<file path="src/rtl/flash_seq_pkg.sv">
package flash_seq_pkg;

    typedef enum logic [2:0] {
        ST_IDLE,
        ST_PROG,
        ST_PROG_VFY,
        ST_PRECOND,
        ST_PRECOND_VFY,
        ST_ERASE,
        ST_ERASE_VFY,
        ST_SUSP
    } seq_state_t;

    localparam int SR_READY     = 7;
    localparam int SR_SUSP      = 6;
    localparam int SR_ERASE_ERR = 5;
    localparam int SR_PROG_ERR  = 4;
    localparam int SR_VPP_LOW   = 3;

    function automatic logic in_erase(input seq_state_t s);
        return (s == ST_PRECOND) || (s == ST_PRECOND_VFY) ||
               (s == ST_ERASE)   || (s == ST_ERASE_VFY);
    endfunction

    function automatic logic in_timed(input seq_state_t s);
        return (s == ST_PROG) || (s == ST_PRECOND) || (s == ST_ERASE);
    endfunction

endpackage

</file>
<file path="src/rtl/flash_seq_array.sv">
module flash_seq_array #(
    parameter int DEPTH  = 32,
    parameter int ADDR_W = 5,
    parameter int DATA_W = 8
) (
    input  logic              clk,
    input  logic              we,
    input  logic [ADDR_W-1:0] waddr,
    input  logic [DATA_W-1:0] wdata,
    input  logic [ADDR_W-1:0] raddr_a,
    output logic [DATA_W-1:0] rdata_a,
    input  logic [ADDR_W-1:0] raddr_b,
    output logic [DATA_W-1:0] rdata_b
);

    // Cell contents survive sequencer reset on purpose.
    logic [DATA_W-1:0] cells [DEPTH];

    always_ff @(posedge clk) begin
        if (we) begin
            cells[waddr] <= wdata;
        end
    end

    assign rdata_a = cells[raddr_a];
    assign rdata_b = cells[raddr_b];

endmodule

</file>
<file path="src/rtl/flash_seq_timer.sv">
module flash_seq_timer #(
    parameter int PHASE_CYC = 4,
    localparam int CW = $clog2(PHASE_CYC + 1)
) (
    input  logic clk,
    input  logic rst_n,
    input  logic clr,
    input  logic en,
    output logic done
);

    logic [CW-1:0] cnt;

    assign done = en && (cnt == CW'(PHASE_CYC - 1));

    // Holds its count while en is low, so a suspended phase resumes mid-way.
    always_ff @(posedge clk or negedge rst_n) begin
        if (!rst_n) begin
            cnt <= '0;
        end else if (clr) begin
            cnt <= '0;
        end else if (en) begin
            cnt <= done ? '0 : cnt + 1'b1;
        end
    end

endmodule

</file>
<file path="src/rtl/flash_seq_ctrl.sv">
module flash_seq_ctrl
    import flash_seq_pkg::*;
#(
    parameter int ADDR_W      = 5,
    parameter int DATA_W      = 8,
    parameter int BLOCK_BYTES = 8,
    parameter int MAX_RETRY   = 3,
    localparam int OFF_W = $clog2(BLOCK_BYTES),
    localparam int RW    = $clog2(MAX_RETRY + 1)
) (
    input  logic              clk,
    input  logic              rst_n,
    input  logic              start_prog,
    input  logic              start_erase,
    input  logic              suspend_req,
    input  logic              resume_req,
    input  logic              clear_req,
    input  logic              vpp_ok,
    input  logic [ADDR_W-1:0] op_addr,
    input  logic [DATA_W-1:0] op_data,
    input  logic              tmr_done,
    output logic              tmr_en,
    output logic              tmr_clr,
    output logic [ADDR_W-1:0] cell_addr,
    input  logic [DATA_W-1:0] cell_data,
    output logic              we,
    output logic [DATA_W-1:0] wdata,
    output logic [7:0]        status
);

    seq_state_t        state, next_state, saved_state;
    logic [ADDR_W-1:0] lat_addr;
    logic [DATA_W-1:0] lat_data;
    logic [OFF_W-1:0]  idx;
    logic [RW-1:0]     retry_cnt;
    logic              err_erase, err_prog, vpp_low;

    logic latch, idx_clr, idx_inc, retry_inc, save_state;
    logic set_erase_err, set_prog_err, set_vpp;
    logic last_byte, retry_left;

    assign last_byte  = (idx == OFF_W'(BLOCK_BYTES - 1));
    assign retry_left = (retry_cnt < RW'(MAX_RETRY));

    // State register
    always_ff @(posedge clk or negedge rst_n) begin
        if (!rst_n) begin
            state <= ST_IDLE;
        end else begin
            state <= next_state;
        end
    end

    // Next state and datapath strobes
    always_comb begin
        next_state    = state;
        latch         = 1'b0;
        idx_clr       = 1'b0;
        idx_inc       = 1'b0;
        retry_inc     = 1'b0;
        save_state    = 1'b0;
        set_erase_err = 1'b0;
        set_prog_err  = 1'b0;
        set_vpp       = 1'b0;
        if (state != ST_IDLE && state != ST_SUSP && !vpp_ok) begin
            set_vpp = 1'b1;
            if (in_erase(state)) set_erase_err = 1'b1;
            else                 set_prog_err  = 1'b1;
            next_state = ST_IDLE;
        end else if (in_erase(state) && suspend_req) begin
            save_state = 1'b1;
            next_state = ST_SUSP;
        end else begin
            unique case (state)
                ST_IDLE: begin
                    if (start_prog) begin
                        latch      = 1'b1;
                        next_state = ST_PROG;
                    end else if (start_erase) begin
                        latch      = 1'b1;
                        next_state = ST_PRECOND;
                    end
                end
                ST_PROG: begin
                    if (tmr_done) next_state = ST_PROG_VFY;
                end
                ST_PROG_VFY: begin
                    if (cell_data == lat_data) begin
                        next_state = ST_IDLE;
                    end else if (retry_left) begin
                        retry_inc  = 1'b1;
                        next_state = ST_PROG;
                    end else begin
                        set_prog_err = 1'b1;
                        next_state   = ST_IDLE;
                    end
                end
                ST_PRECOND: begin
                    if (tmr_done) begin
                        if (last_byte) begin
                            idx_clr    = 1'b1;
                            next_state = ST_PRECOND_VFY;
                        end else begin
                            idx_inc = 1'b1;
                        end
                    end
                end
                ST_PRECOND_VFY: begin
                    if (cell_data == '0) begin
                        if (last_byte) begin
                            idx_clr    = 1'b1;
                            next_state = ST_ERASE;
                        end else begin
                            idx_inc = 1'b1;
                        end
                    end else if (retry_left) begin
                        retry_inc  = 1'b1;
                        next_state = ST_PRECOND;
                    end else begin
                        set_erase_err = 1'b1;
                        next_state    = ST_IDLE;
                    end
                end
                ST_ERASE: begin
                    if (tmr_done) begin
                        if (last_byte) begin
                            idx_clr    = 1'b1;
                            next_state = ST_ERASE_VFY;
                        end else begin
                            idx_inc = 1'b1;
                        end
                    end
                end
                ST_ERASE_VFY: begin
                    if (cell_data == '1) begin
                        if (last_byte) begin
                            next_state = ST_IDLE;
                        end else begin
                            idx_inc = 1'b1;
                        end
                    end else if (retry_left) begin
                        retry_inc  = 1'b1;
                        next_state = ST_ERASE;
                    end else begin
                        set_erase_err = 1'b1;
                        next_state    = ST_IDLE;
                    end
                end
                ST_SUSP: begin
                    if (resume_req) next_state = saved_state;
                end
                default: next_state = ST_IDLE;
            endcase
        end
    end

    // Datapath and flags
    always_ff @(posedge clk or negedge rst_n) begin
        if (!rst_n) begin
            saved_state <= ST_IDLE;
            lat_addr    <= '0;
            lat_data    <= '0;
            idx         <= '0;
            retry_cnt   <= '0;
            err_erase   <= 1'b0;
            err_prog    <= 1'b0;
            vpp_low     <= 1'b0;
        end else begin
            if (latch) begin
                lat_addr  <= op_addr;
                lat_data  <= op_data;
                idx       <= '0;
                retry_cnt <= '0;
            end else begin
                if (idx_clr)        idx <= '0;
                else if (idx_inc)   idx <= idx + 1'b1;
                if (retry_inc)      retry_cnt <= retry_cnt + 1'b1;
            end
            if (save_state) saved_state <= state;
            err_erase <= set_erase_err | (err_erase & ~clear_req);
            err_prog  <= set_prog_err  | (err_prog  & ~clear_req);
            vpp_low   <= set_vpp       | (vpp_low   & ~clear_req);
        end
    end

    // Outputs
    always_comb begin
        tmr_clr   = (state == ST_IDLE);
        tmr_en    = in_timed(state) && vpp_ok &&
                    !(suspend_req && state != ST_PROG);
        cell_addr = (state == ST_PROG || state == ST_PROG_VFY) ?
                    lat_addr : {lat_addr[ADDR_W-1:OFF_W], idx};
        we        = in_timed(state) && tmr_done;
        unique case (state)
            ST_PROG:    wdata = cell_data & lat_data;
            ST_PRECOND: wdata = '0;
            default:    wdata = '1;
        endcase
        status = '0;
        status[SR_READY]     = (state == ST_IDLE) || (state == ST_SUSP);
        status[SR_SUSP]      = (state == ST_SUSP);
        status[SR_ERASE_ERR] = err_erase;
        status[SR_PROG_ERR]  = err_prog;
        status[SR_VPP_LOW]   = vpp_low;
    end

endmodule

</file>
<file path="src/rtl/flash_seq.sv">
module flash_seq #(
    parameter int NUM_BLOCKS  = 4,
    parameter int BLOCK_BYTES = 8,
    parameter int DATA_W      = 8,
    parameter int PHASE_CYC   = 4,
    parameter int MAX_RETRY   = 3,
    localparam int DEPTH  = NUM_BLOCKS * BLOCK_BYTES,
    localparam int ADDR_W = $clog2(DEPTH)
) (
    input  logic              clk,
    input  logic              rst_n,
    input  logic              start_prog,
    input  logic              start_erase,
    input  logic              suspend_req,
    input  logic              resume_req,
    input  logic              clear_req,
    input  logic              vpp_ok,
    input  logic [ADDR_W-1:0] op_addr,
    input  logic [DATA_W-1:0] op_data,
    input  logic [ADDR_W-1:0] rd_addr,
    output logic [DATA_W-1:0] rd_data,
    output logic [7:0]        status
);

    logic              tmr_en, tmr_clr, tmr_done, we;
    logic [ADDR_W-1:0] cell_addr;
    logic [DATA_W-1:0] cell_data, wdata;

    flash_seq_timer #(.PHASE_CYC(PHASE_CYC)) u_timer (
        .clk  (clk),
        .rst_n(rst_n),
        .clr  (tmr_clr),
        .en   (tmr_en),
        .done (tmr_done)
    );

    flash_seq_array #(.DEPTH(DEPTH), .ADDR_W(ADDR_W), .DATA_W(DATA_W)) u_array (
        .clk    (clk),
        .we     (we),
        .waddr  (cell_addr),
        .wdata  (wdata),
        .raddr_a(rd_addr),
        .rdata_a(rd_data),
        .raddr_b(cell_addr),
        .rdata_b(cell_data)
    );

    flash_seq_ctrl #(
        .ADDR_W     (ADDR_W),
        .DATA_W     (DATA_W),
        .BLOCK_BYTES(BLOCK_BYTES),
        .MAX_RETRY  (MAX_RETRY)
    ) u_ctrl (
        .clk        (clk),
        .rst_n      (rst_n),
        .start_prog (start_prog),
        .start_erase(start_erase),
        .suspend_req(suspend_req),
        .resume_req (resume_req),
        .clear_req  (clear_req),
        .vpp_ok     (vpp_ok),
        .op_addr    (op_addr),
        .op_data    (op_data),
        .tmr_done   (tmr_done),
        .tmr_en     (tmr_en),
        .tmr_clr    (tmr_clr),
        .cell_addr  (cell_addr),
        .cell_data  (cell_data),
        .we         (we),
        .wdata      (wdata),
        .status     (status)
    );

endmodule

</file>
<file path="config.mk">
export PLATFORM = sky130hd
export DESIGN_NAME = flash_seq
export DESIGN_NICKNAME = d
export VERILOG_FILES = /design/src/rtl/flash_seq_pkg.sv /design/src/rtl/flash_seq_array.sv /design/src/rtl/flash_seq_timer.sv /design/src/rtl/flash_seq_ctrl.sv /design/src/rtl/flash_seq.sv
export SDC_FILE = /design/constraint.sdc
export NUM_CORES = 1
export LEC_CHECK = 0
export CORE_MARGIN = 3
export CORE_UTILIZATION = 30
export CTS_CLUSTER_DIAMETER = 100
export DETAILED_ROUTE_END_ITERATION = 10
export DONT_BUFFER_PORTS = 1
export PLACE_DENSITY_LB_ADDON = 0.08
export SKIP_CTS_REPAIR_TIMING = 1
export SLEW_MARGIN = 20
export SYNTH_ARGS = -nofsm -noshare
export SYNTH_HDL_FRONTEND = slang
export SYNTH_SLANG_ARGS = --single-unit
</file>
<file path="constraint.sdc">
create_clock -name clk -period 10.4 [get_ports clk]
set_clock_uncertainty 0.05 [all_clocks]
set_input_delay 2.08 -clock clk [delete_from_list [all_inputs] [get_ports clk]]
set_output_delay 2.08 -clock clk [all_outputs]
set_load 0.005 [all_outputs]
</file>
==> results of run 1 <==
-- worst reg2reg max path, delay by kind of cell (launching register included) --
family	cells	cell delay [ns]
XOR/XNOR	1	0.13
adder cells (fa/ha/maj)	1	0.28
buffers and inverters	2	0.80
AND/OR/NAND/NOR	6	1.91
AO/OA/AOI/OAI	5	2.16
flip-flops	1	0.81
-- final timing paths --
path                                           from  depth (start not counted)  slack (ns)                  end
worst max-delay path                u_ctrl.state[0]                         15        4.15      u_ctrl.state[0]
min in group asynchronous                     rst_n                          0        1.16       u_timer.cnt[2]
worst min register to register  u_ctrl.retry_cnt[0]                          1        0.44  u_ctrl.retry_cnt[0]
max in group asynchronous                     rst_n                          0        9.05      u_ctrl.state[2]
worst max register to register      u_ctrl.state[0]                         15        4.15      u_ctrl.state[0]
worst min-delay path            u_ctrl.retry_cnt[0]                          1        0.44  u_ctrl.retry_cnt[0]
-- synthesized netlist by cell type, drive strengths merged (4+ instances only) --
master / count / area (um^2)
nor3: 13 / 65.1
nand4: 16 / 100
mux4: 86 / 1940
a221oi: 4 / 35.0
dfrtp: 30 / 751
mux2i: 68 / 681
and2: 5 / 31.3
a32o: 13 / 130
clkbuf: 34 / 128
nand3: 35 / 180
o21ai: 50 / 254
a2111oi: 23 / 201
a211oi: 26 / 195
nand2b: 39 / 244
a21oi: 26 / 130
a2111o: 9 / 101
a221o: 8 / 80.1
nor4: 12 / 106
and3: 35 / 219
nand4b: 4 / 35.0
nor2: 70 / 265
mux2: 29 / 327
nor2b: 11 / 68.8
a32oi: 18 / 158
o211a: 5 / 50.1
inv: 21 / 78.8
nand2: 79 / 297
ha: 12 / 150
a22oi: 21 / 158
edfxtp: 256 / 7690
buf: 62 / 348
or2: 4 / 25.0
-- power breakdown --
part	switching, mW	total [mW]	internal, mW
registers	0.110	1.61	1.50
logic	1.45	2.10	0.649
clock network	0.517	1.29	0.775
total	2.07	5.00	2.93
-- sequential cells by signal (all words and copies together), names as in the netlist --
register / cells
u_array.cells: 256
u_ctrl.lat_data: 8
u_ctrl.lat_addr: 5
u_ctrl.idx: 3
u_ctrl.saved_state: 3
u_ctrl.state: 3
u_timer.cnt: 3
u_ctrl.retry_cnt: 2
u_ctrl.err_erase: 1
u_ctrl.err_prog: 1
u_ctrl.vpp_low: 1
-- logic make-up (layout without fill, tap and decap cells) --
kind of cell / Yosys count / in the layout / share of synthesized area
other cells: 1 / 3 / 0.000241
xor+xnor: 4 / 4 / 0.00394
mux: 183 / 183 / 0.189
fa+ha+maj: 13 / 13 / 0.0103
flops: 286 / 286 / 0.542
buf+inv: 117 / 131 / 0.0356
simple gates: 334 / 334 / 0.111
compound gates: 224 / 224 / 0.107
-- cell type report --
type	count	area, um^2	area share
Tap cell	672	841	0.0480
Sequential cell	286	8440	0.481
Multi-Input combinational cell	761	6630	0.378
Clock inverter	21	263	0.0150
Clock buffer	44	941	0.0537
Timing Repair Buffer	45	338	0.0193
Inverter	21	78.8	0.00450
-- layout by cell type, fill, tap and decap left out, types with 34 or more instances in the layout --
cell	Yosys	layout
sky130_fd_sc_hd__mux2i_1	68	68
sky130_fd_sc_hd__edfxtp_1	256	256
sky130_fd_sc_hd__buf_4	15	45
sky130_fd_sc_hd__nand2_1	79	78
sky130_fd_sc_hd__nand3_1	34	34
sky130_fd_sc_hd__o21ai_0	46	38
sky130_fd_sc_hd__nand2b_1	39	39
sky130_fd_sc_hd__nor2_1	69	64
sky130_fd_sc_hd__and3_1	35	35
sky130_fd_sc_hd__mux4_2	86	86
sky130_fd_sc_hd__clkbuf_16	0	36
-- metrics by stage --
stage / hold slack [ns] / setup WS (ns) / cell area [um^2]
4_1_cts: 0.452 / 3.96 / 17500
3_5_place_dp: 0.441 / 4.01 / 16300
5_1_grt: 0.479 / 4.02 / 17500
3_3_place_gp: 0.436 / 4.01 / 16300
2_1_floorplan: 0.399 / 3.99 / 15600
6_report: 0.440 / 4.15 / 17500
-- metal layers --
layer,GRT usage,part of all wire,vias to the layer above
met5,0,0,-
met4,0.0713,0.032,0
met3,0.0437,0.070,80
met2,0.317,0.45,382
met1,0.296,0.45,5664
li1,-,-,4661
==> impl_summary.txt, run 1 <==
----------------------------------------------------
[Critical path]
  Max incr delay on CP ... 1.11 ns
  Type of element launching the critical path ... flop
  Data arrival time at the worst-slack endpoint ... 6.64 ns
  Largest driver fanout on the critical path ... between 40 and 50
  Worst setup path category ... flop to flop
  Type of element capturing the critical path ... flop
  Critical-path cell with the highest stage delay ... sky130_fd_sc_hd__a2111oi_0
  Critical-path cell list ... xnor2_2 -> buf_4 -> o21ai_4 -> buf_4 -> nand2_4 -> a2111oi_0 -> a2111o_1 -> nor4_2 -> ha_1 -> nor4_1 -> a2111oi_0 -> nand2b_1 -> nand2_1 -> or3_1 -> a32o_1
  Worst Path Buf+Inv ... 2
  Cell family with most CP delay ... compound AO/OA/AOI/OAI gates
  Critical Path RT ... around 11 ns

[Final layout]
  Area growth from synthesis to layout ... 12.7%
  Number of antenna repair diodes ... 0
  Number of nets in the final layout ... around 1200
  Number of filler cells placed in the layout ... 4925
  Fraction of final layout cells with drive strength greater than 1 ... 0.207
  Post-route non-filler standard cell count ... around 1900
  Post-layout util ... 0.346

[CTS]
  Buffer cell driving the clock tree root ... sky130_fd_sc_hd__clkbuf_16
  Clock insertion delay at the later pin of the skew report ... around 0.57 ns
  Max Root-Sink Buffers ... 3
  Clock buffers created by TritonCTS ... 36
  CTS H-tree depth ... 2
  CTS tree ... done
  Clk sinks ... 286
  Clock input transition at the sequential cells of the worst setup and hold paths ... about 0.060 ns

[Power and ir drop]
  Total power ... 5.00 mW
  Leakage power figure ... around 5.8 nW
  Power density cells ... between 200 and 300 nW/um^2
  Maximum vdd drop ... 0.000183 V

[Route]
  Detailed-route vias per instance ... roughly 6
  DRC violation total after the first TritonRoute iteration ... roughly 980
  Detailed-route DRC error count ... 0
  Antenna Violating Nets Remaining ... 0
  Detailed-routing iteration count for the pre-antenna-repair pass ... 5
  Via count ... around 11000
  Sum of routed wire length over all layers ... between 50 and 60 mm
  Average routed wire per standard cell ... about 31 um

[Synth]
  Post-Synthesis Cells ... roughly 1200
  Number of warnings issued by yosys ... 0
  Most used DFF post-synth ... sky130_fd_sc_hd__edfxtp_1
  Register bit count reported by yosys ... 286
  Proportion of register bits with asynchronous set or reset after synthesis ... 0.105
  Number of distinct library cell variants in the gate-level netlist after synthesis ... 67
  Netlist Area Pre-Place ... about 16000 um^2
  Synthesized area per cell ... between 10 and 15 um^2
  Sequential cell area fraction in the yosys report ... 0.542
  Post-synth EDFFs ... about 260

[STA]
  Post-layout min period ... about 6.3 ns
  Final hold viol count ... 0
  Actual slew at the worst max-slew pin ... around 1.2 ns
  Maximum clock rate ... approximately 160 MHz
  RSZ-0062 raised after global routing ... false
  Max-slew headroom ... 0.222
  Share of the cycle needed by the critical path after routing ... 0.601
  Fin. max-slew vios ... 0
  Final setup fails ... 0
  Setup TNS ... 0 ns

[Global routing]
  Combined global-route utilization of all metal layers ... 0.209
  Number of antenna violations at the first check in global routing ... 0
  Number of global-route vias before repair ... around 11000
  Total congestion overflow ... 0
  Global-route wire length before repair ... roughly 80 mm
  Pin count of the biggest net entering global routing ... between 60 and 70

[Floorplan]
  Core footprint ... slightly above 50000 um^2
  Floorplan die height ... ~230 um
  Die Wd ... around 230 um
  Die area ... around 55000 um^2
  Rows ... 82
  Initial standard-cell utilization of the core ... 0.307
  Count of boundary I/O pins ... 42

[Placed design]
  # port buffers ... 0
  Sum of net half-perimeters after detailed placement ... about 40 mm
  Final estimated routing congestion in global placement ... around 0.84
  Placed cell count ... 1785

[Job]
  Count of max-cap constraint violations ... 0

[Run status]
  Result of the run ... finished, final reports clean

[Min path]
  Hold WC Path Type ... flop to flop

----------------------------------------------------
Power figures use the tool's default switching activity.
==> run 2: changes to the inputs <==
Settings changed: ABC_AREA from default to 1.
Clock period 10.4 ns to 6 ns, I/O delays scaled along.
==> run 2 against run 1 <==
  * Power is 72% higher
  * Sequential power grew 66%
  * Combinational power rose by 77%
  * Die area grew 2.3%
  * Flip-flop and latch count did not move
  * Non-clock buffer count fell by 11
  * Critical path type unchanged
==> impl_summary.txt, run 2 <==
----------------------------------------------------
[Critical path]
  Data arrival time at the worst-slack endpoint ... 5.37 ns (-1.27 ns)
  Max incr delay on CP ... 0.72 ns (-0.39 ns)
  Critical Path RT ... 6.37 ns (-4.42 ns)
  Critical-path cell list ... inv_2 -> nand3_2 -> nand3_1 -> nand2_4 -> buf_4 -> nand2_1 -> nand2_1 -> nand2_1 -> nand2_1 -> nand2_1 -> nand2_1 -> nor2_1 -> nand2_1 -> inv_1 -> ha_1 -> nor4_1 -> a21oi_1 -> inv_1 -> nor2_1 -> nor4_1 -> nand3_1 -> nand2_1 -> o21ai_0
  Type of element launching the critical path ... flop
  Worst setup path category ... flop to flop
  Critical-path cell with the highest stage delay ... sky130_fd_sc_hd__nand2_4
  Cell family with most CP delay ... simple AND/OR/NAND/NOR gates
  Type of element capturing the critical path ... flop
  Reg-to-reg critical path endpoint ... u_ctrl.state[0]
  Worst reg2reg startpoint ... u_ctrl.state[1]
  Largest driver fanout on the critical path ... 35 (-27%)
  Setup slack, reg-to-reg ... 1.00 ns (-3.15 ns)
  Number of cell instances on the worst register-to-register path ... 23 (+8)
  Cell with the most instances on the worst path ... sky130_fd_sc_hd__nand2_1
  Worst Path Buf+Inv ... 4 (+2)

[Power and ir drop]
  Maximum vdd drop ... 0.000247 V (+35%)
  Leakage power figure ... 7.89 nW (+36%)
  Power density cells ... 484 nW/um^2 (+70%)

[Min path]
  Hold WC Path Type ... input port to async pin

[STA]
  Setup TNS ... 0 ns (unchanged)
  Fin. max-slew vios ... 0 (unchanged)
  Share of the cycle needed by the critical path after routing ... 0.833 (+0.232)
  Slack of the critical path ... 1.00 ns (-3.15 ns)
  Actual slew at the worst max-slew pin ... 1.11 ns (-0.0572 ns)
  Max-slew headroom ... 0.260 (+0.0383)
  Final hold viol count ... 0 (unchanged)
  Maximum clock rate ... 200 MHz (+25%)
  RSZ-0062 raised after global routing ... false
  Post-layout min period ... 5.00 ns (-1.25 ns)
  Final setup fails ... 0 (unchanged)

[CTS]
  Max Root-Sink Buffers ... 3 (unchanged)
  Clock insertion delay at the later pin of the skew report ... 0.56 ns (about the same)
  CTS tree ... done
  Clock buffers created by TritonCTS ... 37 (+2.8%)
  CTS H-tree depth ... 2 (unchanged)
  Clock input transition at the sequential cells of the worst setup and hold paths ... 0.06 ns (about the same)
  Buffer cell driving the clock tree root ... sky130_fd_sc_hd__clkbuf_16
  Clk sinks ... 286 (unchanged)

[Placed design]
  Pre-CTS setup slack ... 1.03 ns (-2.99 ns)
  Sum of net half-perimeters after detailed placement ... 36.1 mm (-7.5%)
  Final estimated routing congestion in global placement ... 0.824 (-1.4%)
  # port buffers ... 0 (unchanged)

[Route]
  Detailed-routing iteration count for the pre-antenna-repair pass ... 5 (unchanged)
  DRC violation total after the first TritonRoute iteration ... 1088 (+11%)
  Wire length on met1 ... 26.0 mm (+1.8%)
  Antenna Violating Nets Remaining ... 0 (unchanged)
  Average routed wire per standard cell ... 21.1 um (-31%)
  Sum of met2 wire segment lengths after detailed routing ... 26.4 mm (+3.9%)
  Detailed-route DRC error count ... 0 (unchanged)
  Sum of routed wire length over all layers ... 56.3 mm (-0.75%)
  Met3 layer wire length in the routed design ... 2.32 mm (-42%)
  Top routing layer used ... met4
  Detailed-route vias per instance ... 4.85 (-17%)
  Via count ... 12900 (+20%)

[Floorplan]
  Initial standard-cell utilization of the core ... 0.307 (about the same)
  Core footprint ... 51900 um^2 (+2.4%)
  Count of boundary I/O pins ... 42 (unchanged)
  Die area ... 55900 um^2 (+2.3%)
  Rows ... 83 (+1.2%)
  Floorplan die height ... 236 um (+1.2%)
  Die Wd ... 236 um (+1.2%)

[Synth]
  Most used DFF post-synth ... sky130_fd_sc_hd__edfxtp_1
  Post-Synthesis Cells ... 1996 (+72%)
  Dominant combinational cell family by area after synthesis ... simple AND/OR/NAND/NOR gates
  Most instantiated cells after synthesis ... sky130_fd_sc_hd__nand2_1, sky130_fd_sc_hd__inv_1, sky130_fd_sc_hd__edfxtp_1
  Synth top area cells ... sky130_fd_sc_hd__edfxtp_1, sky130_fd_sc_hd__nand2_1, sky130_fd_sc_hd__inv_1, sky130_fd_sc_hd__o21ai_0, sky130_fd_sc_hd__dfrtp_1
  Xor-xnor portion of the synthesized cell area ... 0 (-0.00394)
  Number of distinct library cell variants in the gate-level netlist after synthesis ... 36 (-46%)
  Multiplexer share of the synthesized area ... 0 (-0.189)
  Post-synth EDFFs ... 256 (unchanged)
  Synthesized area per cell ... 7.98 um^2 (-40%)
  Proportion of register bits with asynchronous set or reset after synthesis ... 0.105 (unchanged)
  Most common cell in the netlist ... sky130_fd_sc_hd__nand2_1
  Number of warnings issued by yosys ... 0 (unchanged)
  Netlist Area Pre-Place ... 15900 um^2 (+2.4%)
  Simple-gate share of the synthesized area ... 0.240 (+0.129)
  Post-synth top area share ... 0.483 (-0.0116)
  Biggest area consumer among synthesized cells ... sky130_fd_sc_hd__edfxtp_1
  Register bit count reported by yosys ... 286 (unchanged)
  Post-synthesis share of cell area spent on full adders, half adders and majority gates ... 0.00943 (-0.000869)
  Sequential cell area fraction in the yosys report ... 0.530 (-0.0127)
  Complex-gate fraction of the synthesized area ... 0.119 (+0.0122)

[Final layout]
  Top register by number of flip-flops ... u_array.cells
  Largest registers ... u_array.cells: 256 flops, u_ctrl.lat_data: 8 flops, u_ctrl.lat_addr: 5 flops
  Number of antenna repair diodes ... 0 (unchanged)
  Fraction of final layout cells with drive strength greater than 1 ... 0.0588 (-0.148)
  Number of nets in the final layout ... 2001 (+68%)
  Max reg flops ... 256 (unchanged)
  Top library cells by usage in the layout, fill and taps aside ... sky130_fd_sc_hd__nand2_1, sky130_fd_sc_hd__inv_1, sky130_fd_sc_hd__edfxtp_1
  Area growth from synthesis to layout ... 11.7%
  Most common library cell in the layout ignoring fill and taps ... sky130_fd_sc_hd__nand2_1

[Global routing]
  Pin count of the biggest net entering global routing ... 121 (+86%)
  Number of global-route vias before repair ... 12400 (+17%)
  Total congestion overflow ... 0 (unchanged)
  Global-route wire length before repair ... 83.6 mm (+2.7%)
  Number of antenna violations at the first check in global routing ... 0 (unchanged)
  Combined global-route utilization of all metal layers ... 0.200 (-0.00882)

[Job]
  Count of max-cap constraint violations ... 0 (unchanged)

[Run status]
  Result of the run ... finished, final reports clean

----------------------------------------------------
==> run 2: changes by cell type after synthesis, sizes merged, moves of 39 or more <==
| cell | delta |
|---|---|
| inv | +261 |
| mux4 | -86 |
| nand2 | +685 |
| nand2b | -39 |
| o21ai | +135 |
| a21oi | +121 |
| mux2i | -68 |
==> run 2: power by group <==
part / switching, mW / internal (mW)
Clock: 0.915 / 1.32
Sequential: 0.0919 / 2.58
Combinational: 2.79 / 0.928
==> run 2: final cells by class <==
| class | instances | area, um^2 |
|---|---|---|
| clock buffer | 49 | 1040 |
| clock inverter | 18 | 151 |
| fill | 5489 | 34100 |
| inverter | 283 | 1070 |
| multi-input combinational | 1321 | 5920 |
| sequential | 286 | 8440 |
| tap | 680 | 851 |
| timing repair buffer | 34 | 330 |
==> run 2: worst max path at each step <==
stage | from | cells past startpoint | slack (ns) | to
6_report | u_ctrl.state[1] | 23 | 1.00 | u_ctrl.state[0]
5_1_grt | u_ctrl.state[1] | 23 | 0.59 | u_ctrl.state[0]
4_1_cts | u_ctrl.state[1] | 24 | 1.0 | u_ctrl.retry_cnt[1]
3_5_place_dp | u_ctrl.state[1] | 24 | 1.03 | u_ctrl.retry_cnt[1]
3_3_place_gp | u_ctrl.state[1] | 23 | 1.04 | u_ctrl.state[0]
2_1_floorplan | rd_addr[0] | 8 | 2.19 | rd_data[5]
==> run 2: logic make-up after synthesis <==
group,Yosys count
and+or+nand+nor,944
buffers and inverters,391
AOI/OAI and AO/OA,362
DFF,286
adders and majority gates,12
other,1
==> run 2: through the flow <==
step / hold WS (ns) / instance area (um^2) / power (mW) / util / std cells
3_3_place_gp: 0.416 / 16600 / 6.45 / 0.320 / 2604
4_1_cts: 0.266 / 17800 / 8.71 / 0.343 / 2671
3_5_place_dp: 0.413 / 16600 / 6.46 / 0.320 / 2604
5_1_grt: 0.281 / 17800 / 9.21 / 0.343 / 2671
6_report: 0.301 / 17800 / 8.62 / 0.343 / 2671
2_1_floorplan: 0.392 / 15900 / 5.16 / - / 1998
==> run 2: routing by layer <==
| layer | vias up | global-route usage |
|---|---|---|
| met3 | 95 | 0.0251 |
| met2 | 328 | 0.327 |
| met4 | 0 | 0.0605 |
| met5 | - | 0 |
| met1 | 6160 | 0.277 |
| li1 | 6359 | - |
